[src/rtl/rps_pkg.sv]
// Shared constants, types and pair decoding for the register pair stack unit.
// Assumes byte registers and a byte-addressed 16-bit memory space.
package rps_pkg;
    localparam int REG_W    = 8;
    localparam int ADDR_W   = 16;
    localparam int NUM_REGS = 8;
    localparam int IDX_W    = $clog2(NUM_REGS);

    localparam logic [IDX_W-1:0] IDX_FLAGS = IDX_W'(6);
    localparam logic [IDX_W-1:0] IDX_ACC   = IDX_W'(7);

    // Flag bits 5 and 3 are held low, bit 1 is held high.
    localparam logic [REG_W-1:0] FLAG_KEEP = 8'hD5;
    localparam logic [REG_W-1:0] FLAG_SET  = 8'h02;

    typedef enum logic [1:0] {
        ST_IDLE   = 2'd0,
        ST_FIRST  = 2'd1,
        ST_SECOND = 2'd2
    } seq_state_t;

    // Upper register of a pair; code 3 selects the accumulator.
    function automatic logic [IDX_W-1:0] pair_hi_idx(input logic [1:0] code);
        return (code == 2'd3) ? IDX_ACC : {code, 1'b0};
    endfunction

    // Lower register of a pair; code 3 selects the flag byte.
    function automatic logic [IDX_W-1:0] pair_lo_idx(input logic [1:0] code);
        return (code == 2'd3) ? IDX_FLAGS : {code, 1'b1};
    endfunction
endpackage

[src/rtl/rps_flag_filter.sv]
// Forces the fixed bits of the flag byte on any value about to be stored.
// Purely combinational; assumes the fixed-bit masks from rps_pkg.
module rps_flag_filter
    import rps_pkg::*;
(
    input  logic [REG_W-1:0] raw,
    output logic [REG_W-1:0] clean
);
    // Clear the held-low bits, then set the held-high bit.
    always_comb clean = (raw & FLAG_KEEP) | FLAG_SET;
endmodule

[src/rtl/rps_regfile.sv]
// Byte register file with one host write, one sequencer write, one host read
// and one pair read. The sequencer write wins when both target one register.
// The flag register gets the fixed-bit filter on its input.
module rps_regfile
    import rps_pkg::*;
#(
    parameter int W = REG_W,
    parameter int N = NUM_REGS,
    localparam int IW = $clog2(N)
) (
    input  logic          clk,
    input  logic          rst_n,
    input  logic          host_we,
    input  logic [IW-1:0] host_widx,
    input  logic [W-1:0]  host_wdata,
    input  logic          seq_we,
    input  logic [IW-1:0] seq_idx,
    input  logic [W-1:0]  seq_wdata,
    input  logic [IW-1:0] host_ridx,
    output logic [W-1:0]  host_rdata,
    input  logic [1:0]    pair_code,
    output logic [W-1:0]  pair_hi,
    output logic [W-1:0]  pair_lo
);
    logic [W-1:0] view [N];

    for (genvar g = 0; g < N; g++) begin : g_reg
        logic         hit_seq;
        logic         hit_host;
        logic [W-1:0] next_raw;
        logic [W-1:0] next_val;
        logic [W-1:0] q;

        // Pick the winning write source for this register.
        always_comb begin
            hit_seq  = seq_we  && (seq_idx   == IW'(g));
            hit_host = host_we && (host_widx == IW'(g));
            next_raw = hit_seq ? seq_wdata : host_wdata;
        end

        if (g == int'(IDX_FLAGS)) begin : g_flags
            rps_flag_filter i_filter (.raw(next_raw), .clean(next_val));
        end else begin : g_plain
            assign next_val = next_raw;
        end

        // Hold the register, clear on reset, load on a write hit.
        always_ff @(posedge clk) begin
            if (!rst_n)                    q <= '0;
            else if (hit_seq || hit_host)  q <= next_val;
        end

        assign view[g] = q;
    end

    // Read ports.
    always_comb begin
        host_rdata = view[host_ridx];
        pair_hi    = view[pair_hi_idx(pair_code)];
        pair_lo    = view[pair_lo_idx(pair_code)];
    end
endmodule

[src/rtl/rps_stack_seq.sv]
// Runs the two-byte save/restore sequence and owns the stack pointer.
// Assumes memory reads return data in the same cycle as the address.
module rps_stack_seq
    import rps_pkg::*;
#(
    parameter int W  = REG_W,
    parameter int AW = ADDR_W,
    localparam int IW = IDX_W
) (
    input  logic          clk,
    input  logic          rst_n,
    input  logic          start,
    input  logic          op_pop,
    input  logic [1:0]    pair_sel,
    input  logic [W-1:0]  pair_hi,
    input  logic [W-1:0]  pair_lo,
    input  logic [W-1:0]  mem_rdata,
    output logic [1:0]    pair_code,
    output logic [AW-1:0] mem_addr,
    output logic [W-1:0]  mem_wdata,
    output logic          mem_we,
    output logic          mem_re,
    output logic          seq_we,
    output logic [IW-1:0] seq_idx,
    output logic [W-1:0]  seq_wdata,
    output logic          done,
    output logic [AW-1:0] stack_ptr
);
    seq_state_t    state;
    logic          pop_q;
    logic [1:0]    pair_q;
    logic [AW-1:0] sp_q;
    logic          done_q;
    logic          active;

    // Decode the memory side and register loads from the current step.
    always_comb begin
        active    = (state != ST_IDLE);
        mem_we    = active && !pop_q;
        mem_re    = active && pop_q;
        mem_addr  = mem_we ? (sp_q - AW'(1)) : sp_q;
        mem_wdata = !mem_we ? '0 : ((state == ST_FIRST) ? pair_hi : pair_lo);
        seq_we    = mem_re;
        seq_idx   = (state == ST_FIRST) ? pair_lo_idx(pair_q) : pair_hi_idx(pair_q);
        seq_wdata = mem_rdata;
        pair_code = pair_q;
        done      = done_q;
        stack_ptr = sp_q;
    end

    // Step the sequence, move the pointer and raise the completion pulse.
    always_ff @(posedge clk) begin
        if (!rst_n) begin
            state  <= ST_IDLE;
            pop_q  <= 1'b0;
            pair_q <= 2'd0;
            sp_q   <= '0;
            done_q <= 1'b0;
        end else begin
            done_q <= (state == ST_SECOND);
            unique case (state)
                ST_IDLE: if (start) begin
                    state  <= ST_FIRST;
                    pop_q  <= op_pop;
                    pair_q <= pair_sel;
                end
                ST_FIRST:  state <= ST_SECOND;
                ST_SECOND: state <= ST_IDLE;
                default:   state <= ST_IDLE;
            endcase
            if (active) sp_q <= pop_q ? (sp_q + AW'(1)) : (sp_q - AW'(1));
        end
    end
endmodule

[src/rtl/regpair_stack_unit.sv]
// Top of the register pair stack unit: register file plus stack sequencer.
// Assumes a byte memory with same-cycle read data and edge-timed writes.
module regpair_stack_unit
    import rps_pkg::*;
(
    input  logic              clk,
    input  logic              rst_n,
    input  logic              start,
    input  logic              op_pop,
    input  logic [1:0]        pair_sel,
    input  logic              reg_we,
    input  logic [IDX_W-1:0]  reg_widx,
    input  logic [REG_W-1:0]  reg_wdata,
    input  logic [IDX_W-1:0]  reg_ridx,
    output logic [REG_W-1:0]  reg_rdata,
    output logic [ADDR_W-1:0] mem_addr,
    output logic [REG_W-1:0]  mem_wdata,
    output logic              mem_we,
    output logic              mem_re,
    input  logic [REG_W-1:0]  mem_rdata,
    output logic              done,
    output logic [ADDR_W-1:0] stack_ptr
);
    logic [1:0]       pair_code;
    logic [REG_W-1:0] pair_hi;
    logic [REG_W-1:0] pair_lo;
    logic             seq_we;
    logic [IDX_W-1:0] seq_idx;
    logic [REG_W-1:0] seq_wdata;

    rps_regfile i_regfile (
        .clk        (clk),
        .rst_n      (rst_n),
        .host_we    (reg_we),
        .host_widx  (reg_widx),
        .host_wdata (reg_wdata),
        .seq_we     (seq_we),
        .seq_idx    (seq_idx),
        .seq_wdata  (seq_wdata),
        .host_ridx  (reg_ridx),
        .host_rdata (reg_rdata),
        .pair_code  (pair_code),
        .pair_hi    (pair_hi),
        .pair_lo    (pair_lo)
    );

    rps_stack_seq i_seq (
        .clk       (clk),
        .rst_n     (rst_n),
        .start     (start),
        .op_pop    (op_pop),
        .pair_sel  (pair_sel),
        .pair_hi   (pair_hi),
        .pair_lo   (pair_lo),
        .mem_rdata (mem_rdata),
        .pair_code (pair_code),
        .mem_addr  (mem_addr),
        .mem_wdata (mem_wdata),
        .mem_we    (mem_we),
        .mem_re    (mem_re),
        .seq_we    (seq_we),
        .seq_idx   (seq_idx),
        .seq_wdata (seq_wdata),
        .done      (done),
        .stack_ptr (stack_ptr)
    );
endmodule

[config.mk]
export PLATFORM = sky130hd
export DESIGN_NAME = regpair_stack_unit
export DESIGN_NICKNAME = d
export VERILOG_FILES = /design/src/rtl/rps_pkg.sv /design/src/rtl/rps_flag_filter.sv /design/src/rtl/rps_regfile.sv /design/src/rtl/rps_stack_seq.sv /design/src/rtl/regpair_stack_unit.sv
export SDC_FILE = /design/constraint.sdc
export NUM_CORES = 1
export LEC_CHECK = 0
export CAP_MARGIN = 20
export CORE_MARGIN = 2
export CORE_UTILIZATION = 35
export DETAILED_ROUTE_END_ITERATION = 6
export DONT_BUFFER_PORTS = 1
export GPL_TIMING_DRIVEN = 0
export PLACE_DENSITY = 0.6
export SLEW_MARGIN = 0
export SYNTH_ARGS = -nofsm -noshare
export SYNTH_HDL_FRONTEND = slang
export SYNTH_SLANG_ARGS = --single-unit
[constraint.sdc]
create_clock -name clk -period 2.25 [get_ports clk]
set_input_delay 0.225 -clock clk [delete_from_list [all_inputs] [get_ports clk]]
set_output_delay 0.225 -clock clk [all_outputs]
set_load 0.05 [all_outputs]
==> results.md <==
- Power per cell area: 767 nW/µm²
- Required time worst endpoint: 2.03 ns
- Part of the Yosys area used for sequential elements: 31.6%
- PortBufs: 0
- Nets: 628
- Unique cell type count in the Yosys netlist: 57
- Wire per inst: 23.8 µm
- Final hold violations: 0
- Cells after Synth: 568
- H-tree depth: 3
- Most instantiated cells after synthesis: 93 x nor2_1, 84 x dfxtp_1, 72 x mux2i_1
- Clk slew on worst S/H paths: 0.06 ns
- Setup slack, reg-to-reg: 0.09 ns
- Drt initial violations: 437
- Clk sinks: 84
- Crit start category: flip-flop
- Final setup viols: 12
- Layout area overhead: 25.3%
- Synth Area in Compound Gates: 13.0%
- WS Path Type: reg -> out
- Ports: 80
- Fmax: 0.389 GHz
- HPWL Detailed: 12,100 µm
- Grt total ovfl: 0
- Hold path start: rst_n
- Via Count: 4,895
- Worst min path class: in -> reg
- RSZ-0062 raised after global routing: yes
- Asr flop ratio synth: 0%
- Slew @ Worst Pin: 0.887 ns
- Worst Skew: 0.00826 ns
- Clock Tree Root: clkbuf_16
- Failing checks: setup timing
- Main combinational cell family by area after synthesis: multiplexers
- Hold endpoint: i_seq.stack_ptr[15]
- Setup crit end kind: primary output
- Ant diodes: 0
- Max-Cap Viols: 0
- Top-count cell post-synth: nor2_1
- Num rows: 45
- Lkg Pwr: 2.47 nW
- Period utilization: 114%
- Adder-Cell Fraction of Synth Area: 0.470%
- GPL Wtd Cong: 0.913
- Antenna Nets Post-Route: 0
- CTS Buf Count: 9
- Simple-gate share of the synthesized area: 17.6%
- Synthesized net count: 599
- Residual DRC: 0
- Top_reg_cell synth: dfxtp_1
- Relative max-transition margin: 40.9%
- Max clock buf depth: 2
- First-pass GRT wire length: 28,600 µm
- Non-filler cells, final: 789
- Die height: 127 µm
- Hold path depth: 2
- Status: finished, violations left
- Post-synthesis xor/xnor area fraction: 4.11%
- Cells after DPL: 756
- Min Hold Slack: 0.0235 ns
- TritonCTS clock tree: yes
- Post-synth EDFFs: 0
- Multiplexer share of the synthesized area: 27.0%
- Layout cells sized above 1: 30.8%
- Global Route Usage Sum: 23.2%
- WL final: 18,800 µm
- CP max FO: 5
- Top cells by area, synth: dfxtp_1 32%, mux2i_1 14%, mux4_2 11%
- Die width: 127 µm
- Synth top area share: 31.6%
- R2R cell count: 8
- Largest net degree at the start of global routing: 15
- Vias in the first global route: 4,899
- VDD IR max: 0.394 mV
- Synth area leader: dfxtp_1
- DR vias/cell: 6.20
- RR Endpoint: i_regfile.g_reg[4].q[6]
- Die ar.: 16,200 µm²
- Initial antenna violation count: 0
- Mean post-synth cell area: 9.38 µm²
- First drt pass iteration count: 7
- Final worst slack: -0.321 ns
- Min Tclk post-route: 2.57 ns
- Core box area: 15,000 µm²
- Worst skew pair latency: 0.36 ns
- Register bit count reported by yosys: 84
- Post-Syn Area: 5330 µm²
- Pins Over Slew Limit: 0
- Crit path DAT: 2.35 ns
- FF-to-FF Start: i_seq.state[1]
- Initial Util: 35.4%
- Number of synthesis warnings: 0
-- cell type report --
type	instances	area (µm²)
well taps	188	235
repair buffers	19	149
clock buffers	9	225
multi-input cells	420	3820
inverters	6	32.5
flip-flops and latches	84	1720
fillers	1403	8350
clock inverters	6	113
plain buffers	57	389
-- sequential cells by signal, summed over array words and instances, names as in the netlist --
name / cells
i_seq.pop_q: 1
i_seq.pair_code: 2
i_seq.stack_ptr: 16
i_seq.state: 2
i_seq.done: 1
i_regfile.g.q: 62
-- critical path, stage by stage (launching register included) --
cell,delay (ns)
dfxtp_4,0.41
buf_8,0.15
inv_4,0.05
ha_4,0.14
nor3b_4,0.20
nand4_1,0.24
nor4b_4,0.27
buf_4,0.18
xor2_4,0.35
-- through the flow --
stage	TNS, ns	utilization, %	total power, mW	cell area [µm²]	worst slack [ns]
CTS	-2.26	43.5	5.01	6530	-0.334
detailed placement	-5.32	37.8	3.02	5680	-0.401
floorplan	-0.517	-	2.83	5440	-0.206
global route	-2.87	44.4	5.28	6680	-0.416
finish	-1.97	44.4	5.12	6680	-0.321
global placement	-5.41	37.8	3.01	5680	-0.404
-- routing by layer --
metal,global-route usage (%),vias to the layer above,wire (µm)
li1,-,2171,-
met1,28.2,2383,7370
met3,6.03,62,1510
met5,0,-,0
met2,38.3,279,9110
met4,11.2,0,786
-- what timing repair did --
action	in CTS	in global routing
endpoints found under the hold margin	1	0
pin swaps	14	13
hold buffers	1	0
setup endpoints to repair	37	21
buffers inserted	14	4
resized for setup	90	39
-- logic make-up (layout without fill, tap and decap cells) --
| group | Yosys count | count (layout) |
|---|---|---|
| flops | 84 | 84 |
| buf+inv | 64 | 97 |
| fa+ha+maj | 2 | 2 |
| xor+xnor | 25 | 25 |
| compound gates | 98 | 98 |
| mux | 109 | 109 |
| simple gates | 186 | 186 |
-- worst max-delay path by stage --
stage | startpoint | to | slack, ns | depth (start not counted)
after floorplan | i_seq.stack_ptr[5] | mem_addr[6] | -0.21 | 3
after global placement | i_seq.stack_ptr[0] | mem_addr[6] | -0.40 | 5
after detailed placement | i_seq.stack_ptr[0] | mem_addr[12] | -0.40 | 6
after CTS | i_seq.stack_ptr[1] | mem_addr[12] | -0.33 | 7
after global routing | i_seq.stack_ptr[1] | mem_addr[14] | -0.42 | 8
final | i_seq.stack_ptr[1] | mem_addr[14] | -0.32 | 8
-- cell usage in the layout (no fill, tap or decap), types with 12 or more instances in the layout --
cell / count
nand3_1: 13
nand2_1: 23
dfxtp_1: 66
dfxtp_2: 12
buf_4: 20
mux2i_1: 69
mux4_2: 27
nor2_1: 84
clkbuf_1: 21
a211oi_1: 61
-- where the power goes --
group          internal (mW)  switching [mW]  total, mW
Clock                   1.08           0.675       1.76
Combinational          0.591           0.937       1.53
Sequential              1.57           0.260       1.83
Total                   3.25            1.87       5.12
(Power assumes the default switching activity.)
